`config.mk`:
```
export PLATFORM = sky130hd
export DESIGN_NAME = slice_store
export DESIGN_NICKNAME = d
export VERILOG_FILES = /design/src/rtl/slice_store_pkg.sv /design/src/rtl/slice_cfg_reg.sv /design/src/rtl/slice_clk_sense.sv /design/src/rtl/slice_elem.sv /design/src/rtl/slice_store.sv
export SDC_FILE = /design/constraint.sdc
export NUM_CORES = 1
export LEC_CHECK = 0
export BUFFER_PORTS_ARGS = -buffer_cell sky130_fd_sc_hd__buf_2
export CORE_AREA = 4 4 66 50
export CTS_CLUSTER_SIZE = 10
export DETAILED_ROUTE_END_ITERATION = 7
export DIE_AREA = 0 0 70 54
export MAX_ROUTING_LAYER = met4
export PLACE_DENSITY = 0.77
export SETUP_SLACK_MARGIN = 0.4
export SLEW_MARGIN = 10
export SYNTH_ARGS = -nofsm -noshare
export SYNTH_HDL_FRONTEND = slang
export SYNTH_HIERARCHICAL = 1
export SYNTH_SLANG_ARGS = --single-unit
```
`constraint.sdc`:
```
create_clock -name clk -period 2 [get_ports clk]
set_input_delay 0.1 -clock clk [delete_from_list [all_inputs] [get_ports clk]]
set_output_delay 0.1 -clock clk [all_outputs]
set_load 0.02 [all_outputs]
```
`src/rtl/slice_store_pkg.sv`:
```
`timescale 1ns/1ps
// Shared types for the slice storage model.
// Assumes: one slice-wide mode field group, decoded once per slice.
package slice_store_pkg;

    // Slice-wide mode bits, taken from the low bits of the configuration word.
    typedef struct packed {
        logic latch_en;   // main elements act as latches
        logic sync_ctl;   // control acts only on an active edge
        logic clk_inv;    // 1 = falling edge / inverted sense
    } slice_mode_t;

    localparam int MODE_W = 3;

endpackage

```
`src/rtl/slice_cfg_reg.sv`:
```
`timescale 1ns/1ps
// Configuration shadow: captures mode, reset polarity and the polarity
// conflict flag while the init pulse is high, and holds them otherwise.
// Assumes: configuration inputs are only meaningful during init.
module slice_cfg_reg
    import slice_store_pkg::*;
#(
    parameter int N_EL = 8
) (
    input  logic             clk,
    input  logic             rst_n,
    input  logic             init_pulse,
    input  slice_mode_t      mode_in,
    input  logic [N_EL-1:0]  zrst_in,
    input  logic [N_EL-1:0]  pol_req_in,
    output slice_mode_t      mode_q,
    output logic [N_EL-1:0]  rst_val_q,
    output logic             reject_q
);

    logic conflict;

    // Any element asking for a polarity other than the slice one is illegal.
    always_comb begin
        conflict = |(pol_req_in ^ {N_EL{mode_in.clk_inv}});
    end

    // Capture configuration only during the init pulse.
    always_ff @(posedge clk) begin
        if (!rst_n) begin
            mode_q    <= '0;
            rst_val_q <= '1;
            reject_q  <= 1'b0;
        end else if (init_pulse) begin
            mode_q    <= mode_in;
            rst_val_q <= ~zrst_in;
            reject_q  <= conflict;
        end
    end

endmodule

```
`src/rtl/slice_clk_sense.sv`:
```
`timescale 1ns/1ps
// Slice clock sensing: samples the slice clock with the fabric clock and
// produces an active-edge strobe for flip-flops and a gate level for latches.
// Assumes: the fabric clock is fast enough to see every slice clock level.
module slice_clk_sense (
    input  logic clk,
    input  logic slice_clk,
    input  logic clk_inv,
    output logic edge_act,
    output logic gate_act
);

    logic sclk_prev;

    // Previous sample of the slice clock (free-running, no reset needed).
    always_ff @(posedge clk) begin
        sclk_prev <= slice_clk;
    end

    // Edge per polarity; latch gate uses the opposite sense of the flip-flop clock.
    always_comb begin
        if (clk_inv) edge_act = sclk_prev & ~slice_clk;
        else         edge_act = ~sclk_prev & slice_clk;
        gate_act = (slice_clk == clk_inv);
    end

endmodule

```
`src/rtl/slice_elem.sv`:
```
`timescale 1ns/1ps
// One storage element. IS_MAIN selects whether latch mode is available.
// Priority: reset, init, asynchronous control, then edge/gate update where
// synchronous control beats the clock enable.
// Assumes: mode inputs are static outside init.
module slice_elem #(
    parameter bit IS_MAIN = 1'b1
) (
    input  logic clk,
    input  logic rst_n,
    input  logic init_pulse,
    input  logic init_val,
    input  logic sync_ctl,
    input  logic latch_en,
    input  logic edge_act,
    input  logic gate_act,
    input  logic sr_in,
    input  logic rst_val,
    input  logic d,
    input  logic ce,
    output logic q
);

    logic as_latch;
    logic update;

    // Secondary elements never become latches.
    generate
        if (IS_MAIN) begin : g_main
            always_comb as_latch = latch_en;
        end else begin : g_sec
            always_comb as_latch = 1'b0 & latch_en;
        end
    endgenerate

    // Update window: gate level for a latch, active edge for a flip-flop.
    always_comb begin
        update = as_latch ? gate_act : edge_act;
    end

    // Storage with the documented priority order.
    always_ff @(posedge clk) begin
        if (!rst_n) begin
            q <= 1'b1;
        end else if (init_pulse) begin
            q <= init_val;
        end else if (!sync_ctl && sr_in) begin
            q <= rst_val;
        end else if (update) begin
            if (sync_ctl && sr_in) q <= rst_val;
            else if (ce)           q <= d;
        end
    end

endmodule

```
`src/rtl/slice_store.sv`:
```
`timescale 1ns/1ps
// Slice storage top: eight (2*N_MAIN) configurable storage elements sharing
// one slice clock, one control input and one init pulse.
// Configuration word layout: [0] clock invert, [1] synchronous control,
// [2] latch mode, then N_EL inverted init bits, N_EL inverted reset-polarity
// bits, N_EL polarity request bits.
// Assumes: all inputs are sampled by clk; cfg_word only matters during init.
module slice_store
    import slice_store_pkg::*;
#(
    parameter int N_MAIN = 4,
    localparam int N_EL  = 2 * N_MAIN,
    localparam int CFG_W = MODE_W + 3 * N_EL
) (
    input  logic              clk,
    input  logic              rst_n,
    input  logic              init_pulse,
    input  logic [CFG_W-1:0]  cfg_word,
    input  logic              slice_clk,
    input  logic              sr_in,
    input  logic [N_EL-1:0]   d_in,
    input  logic [N_EL-1:0]   ce_in,
    output logic [N_EL-1:0]   q_out,
    output logic              cfg_reject
);

    localparam int ZI_LSB  = MODE_W;
    localparam int ZR_LSB  = MODE_W + N_EL;
    localparam int POL_LSB = MODE_W + 2 * N_EL;

    slice_mode_t      mode_in;
    slice_mode_t      mode_q;
    logic [N_EL-1:0]  rst_val_q;
    logic [N_EL-1:0]  init_vec;
    logic             edge_act;
    logic             gate_act;

    // Split the incoming configuration word into its fields.
    always_comb begin
        mode_in.clk_inv  = cfg_word[0];
        mode_in.sync_ctl = cfg_word[1];
        mode_in.latch_en = cfg_word[2];
        init_vec         = ~cfg_word[ZI_LSB +: N_EL];
    end

    slice_cfg_reg #(.N_EL(N_EL)) u_cfg (
        .clk        (clk),
        .rst_n      (rst_n),
        .init_pulse (init_pulse),
        .mode_in    (mode_in),
        .zrst_in    (cfg_word[ZR_LSB +: N_EL]),
        .pol_req_in (cfg_word[POL_LSB +: N_EL]),
        .mode_q     (mode_q),
        .rst_val_q  (rst_val_q),
        .reject_q   (cfg_reject)
    );

    slice_clk_sense u_sense (
        .clk       (clk),
        .slice_clk (slice_clk),
        .clk_inv   (mode_q.clk_inv),
        .edge_act  (edge_act),
        .gate_act  (gate_act)
    );

    // Main elements first, secondary elements after them.
    generate
        for (genvar g = 0; g < N_EL; g++) begin : g_elem
            slice_elem #(.IS_MAIN(g < N_MAIN)) u_elem (
                .clk        (clk),
                .rst_n      (rst_n),
                .init_pulse (init_pulse),
                .init_val   (init_vec[g]),
                .sync_ctl   (mode_q.sync_ctl),
                .latch_en   (mode_q.latch_en),
                .edge_act   (edge_act),
                .gate_act   (gate_act),
                .sr_in      (sr_in),
                .rst_val    (rst_val_q[g]),
                .d          (d_in[g]),
                .ce         (ce_in[g]),
                .q          (q_out[g])
            );
        end
    endgenerate

endmodule

```
==> results by group <==
Clocking
  – Clk_lat worst skew: 260 ps
  – Clock transition at the registers of the reported paths: 80 ps
  – Maximum buffer depth of the clock tree: 2
  – CTS H-tree lvls: 1
  – TritonCTS Buffers: 3
  – CTS sink count: 21
  – CTS tree: yes
  – Root buffer cell: clkbuf_8

Detailed routing
  – DR iter-0 viols: 84
  – Vias: 1,278
  – Number of remaining DRC errors: 0
  – DR top layer: met4
  – Routed WL: 3170 um
  – Met3 WL: 255 um
  – WL met2: 1570 um
  – M1 WL: 1330 um
  – Routed Antenna Nets: 0
  – WL per Instance: 12.9 um
  – TritonRoute pass-1 iters: 4
  – Vias/cell: 5.20

Timing
  – Minimum clock period after layout: 1530 ps
  – RSZ-0062 raised after global routing: no
  – Final Max Tran Viols: 0
  – Actual slew at the worst max-slew pin: 529 ps
  – Period Utilization, post-route: 0.763
  – Clock Skew: 2.60 ps
  – Final hold slack: 96.1 ps
  – Final hold vios: 0
  – Setup_tns: 0 ps
  – Final setup fails: 0
  – Slew headroom: 0.647
  – Max Clk Rate: 655 MHz

Placed design
  – GPL Wtd Cong: 0.781
  – DP Wirelength: 2430 um
  – Port buffer count: 56
  – Placed cells: 241

Worst setup path
  – R2r endpoint: g_elem[5].u_elem/q$_SDFFE_PN1P_
  – Worst setup path start: slice_clk
  – CP arrival: 1710 ps
  – Slowest CP cell: dlygate4sd3_1
  – CP Class: in2reg
  – Worst-path cell chain: dlygate4sd3_1, buf_2, nand3b_1, o21ai_4, nor2_1, a221o_1, o221ai_2
  – Required @ worst endpoint: 2190 ps
  – Worst r2r src: u_cfg/mode_q[0]$_SDFFE_PN0P_
  – CP Capture Type: flop
  – Worst reg-to-reg path cell count: 5
  – R2R Setup Slk: 570 ps
  – Worst setup SP type: input port
  – CP max FO: 8
  – CP max stage delay: 540 ps

Worst hold path
  – HP Class: in2reg
  – Hold path endpoint: u_cfg/rst_val_q[7]$_SDFFE_PN1P_
  – Hold depth: 4
  – Hold_sp: cfg_word[18]

GRT
  – First-pass GRT wire length: 5150 um
  – Initial antenna violation count: 0
  – Global Route Usage Sum: 0.176
  – Number of global-route vias before repair: 1,217
  – Maximum number of pins on one net before global-route repair: 28
  – Remaining global-route overflow: 0

Logic synthesis
  – Synth Cell Area: 0.00127 mm^2
  – Syn Area/Cell: 8.42 um^2
  – Syn nets: 199
  – Seq/Total Area, Yosys: 0.331
  – Register bit total from synthesis: 21
  – Syn Inst Count: 151
  – Netlist cell types: 26
  – YS warnings: 6

Power
  – Peak VDD IR: 0.000482 V
  – Pwr Density: 609 mW/mm^2
  – Leak Pwr: 0.832 nW

Die
  – Die H: 54 um
  – Starting density of the core: 0.474
  – DIE WIDTH: 70 um
  – Std cell rows: 16
  – # IOs: 57
  – Area of the die: 0.00378 mm^2
  – Placeable Area: 0.00268 mm^2

Layout
  – Layout cells sized above 1: 0.338
  – Antenna cells: 0
  – Area Growth Syn to Fin: 30.1%
  – Layout Utilization: 0.617
  – Non-filler cells, final: 246
  – Final net count: 259

Run
  – Max-cap violations: 0

Outcome
  – Status: completed
## synth_stat cells
cell       count  area share
dfxtp_1       21        0.33
inv_1         20       0.059
o221ai_2       4       0.047
buf_2          1      0.0039
nand3b_1       1      0.0059
a21boi_0       1      0.0059
nor4_2         1      0.0098
or4b_1         1      0.0079
nor2b_1        2      0.0098
clkbuf_1       2      0.0059
or4_4          1      0.0089
a21oi_1        4       0.016
xnor2_1        1      0.0069
mux2_4         4       0.047
nor3_1         6       0.024
nand4_1        2      0.0098
o21ai_0        9       0.035
o2111ai_1      4       0.028
o211ai_1       4       0.024
nor2_1        12       0.035
nand2b_1      10       0.049
o211a_1        4       0.031
o21ai_2        1      0.0069
mux2i_1       14        0.11
nand2_1       17       0.050
a221o_1        4       0.031
## layout make-up
| type | count | area (um^2) |
|---|---|---|
| fillers | 246 | 1030 |
| multi-input cells | 107 | 771 |
| flip-flops and latches | 21 | 420 |
| repair buffers | 58 | 298 |
| inverters | 20 | 75.1 |
| clock buffers | 4 | 45.0 |
| well taps | 36 | 45.0 |
## how the worst max path moves through the flow
stage	to	slack, ps	cells after the start
after floorplan	g_elem[4].u_elem/q$_SDFFE_PN1P_	690	5
after global placement	g_elem[7].u_elem/q$_SDFFE_PN1P_	600	5
after detailed placement	g_elem[5].u_elem/q$_SDFFE_PN1P_	520	5
after CTS	g_elem[5].u_elem/q$_SDFFE_PN1P_	430	7
after global routing	g_elem[5].u_elem/q$_SDFFE_PN1P_	400	7
final	g_elem[5].u_elem/q$_SDFFE_PN1P_	470	7
## cell families after synthesis
group,share of synthesized area
flip-flops,0.331
AO/OA/AOI/OAI,0.225
buffers and inverters,0.0689
XOR/XNOR,0.00689
multiplexers,0.157
AND/OR/NAND/NOR,0.211
## stage by stage
stage / power (mW) / instance area (um^2) / setup WS (ps)
finish: 1.01 / 1650 / 474
global route: 1.07 / 1650 / 403
CTS: 1.02 / 1650 / 428
detailed placement: 0.736 / 1590 / 515
global placement: 0.723 / 1590 / 595
floorplan: 0.629 / 1270 / 693
## critical path: cells and delay by family
| kind | cells | cell delay [ps] |
|---|---|---|
| buf+inv | 2 | 680 |
| compound gates | 3 | 640 |
| simple gates | 2 | 280 |
## report_power, final
group / internal, mW / switching (mW) / leakage (nW)
combinational: 0.123 / 0.138 / 0.634
clock: 0.142 / 0.137 / 0.0228
sequential: 0.449 / 0.0194 / 0.175
total: 0.714 / 0.294 / 0.832
## timing repair
action                                  4_1_cts  5_1_grt
hold buffers                                  1        0
setup buffers                                 0        0
resized for setup                             0        1
endpoints found under the hold margin         1        0
endpoints found under the setup margin        0        7
## placed cells by master (no fill, tap or decap), types with 2 or more instances in the layout
cell and instances:
a221o_1 4, o221ai_2 4, nand2b_1 10, clkbuf_8 3
inv_1 20, a21oi_1 4, o21ai_0 9, nor3_1 6
o211ai_1 4, o211a_1 4, buf_2 56, dfxtp_1 21
nor2_1 12, nand4_1 2, mux2i_1 14, mux2_4 4
o2111ai_1 4, nor2b_1 2, nand2_1 17
## flip-flops by register name (all words and copies together), names as in the netlist
name               cells
g_elem.u_elem/q        8
u_cfg/rst_val_q        8
u_cfg/mode_q           3
u_cfg/reject_q         1
u_sense/sclk_prev      1
## routing by layer
layer  up-vias  GRT usage
li1        662          -
met3         4     0.0541
met1       571      0.187
met4         0     0.0287
met5         -          -
met2        41      0.334
Note: power is estimated with default switching activity, not from simulation.
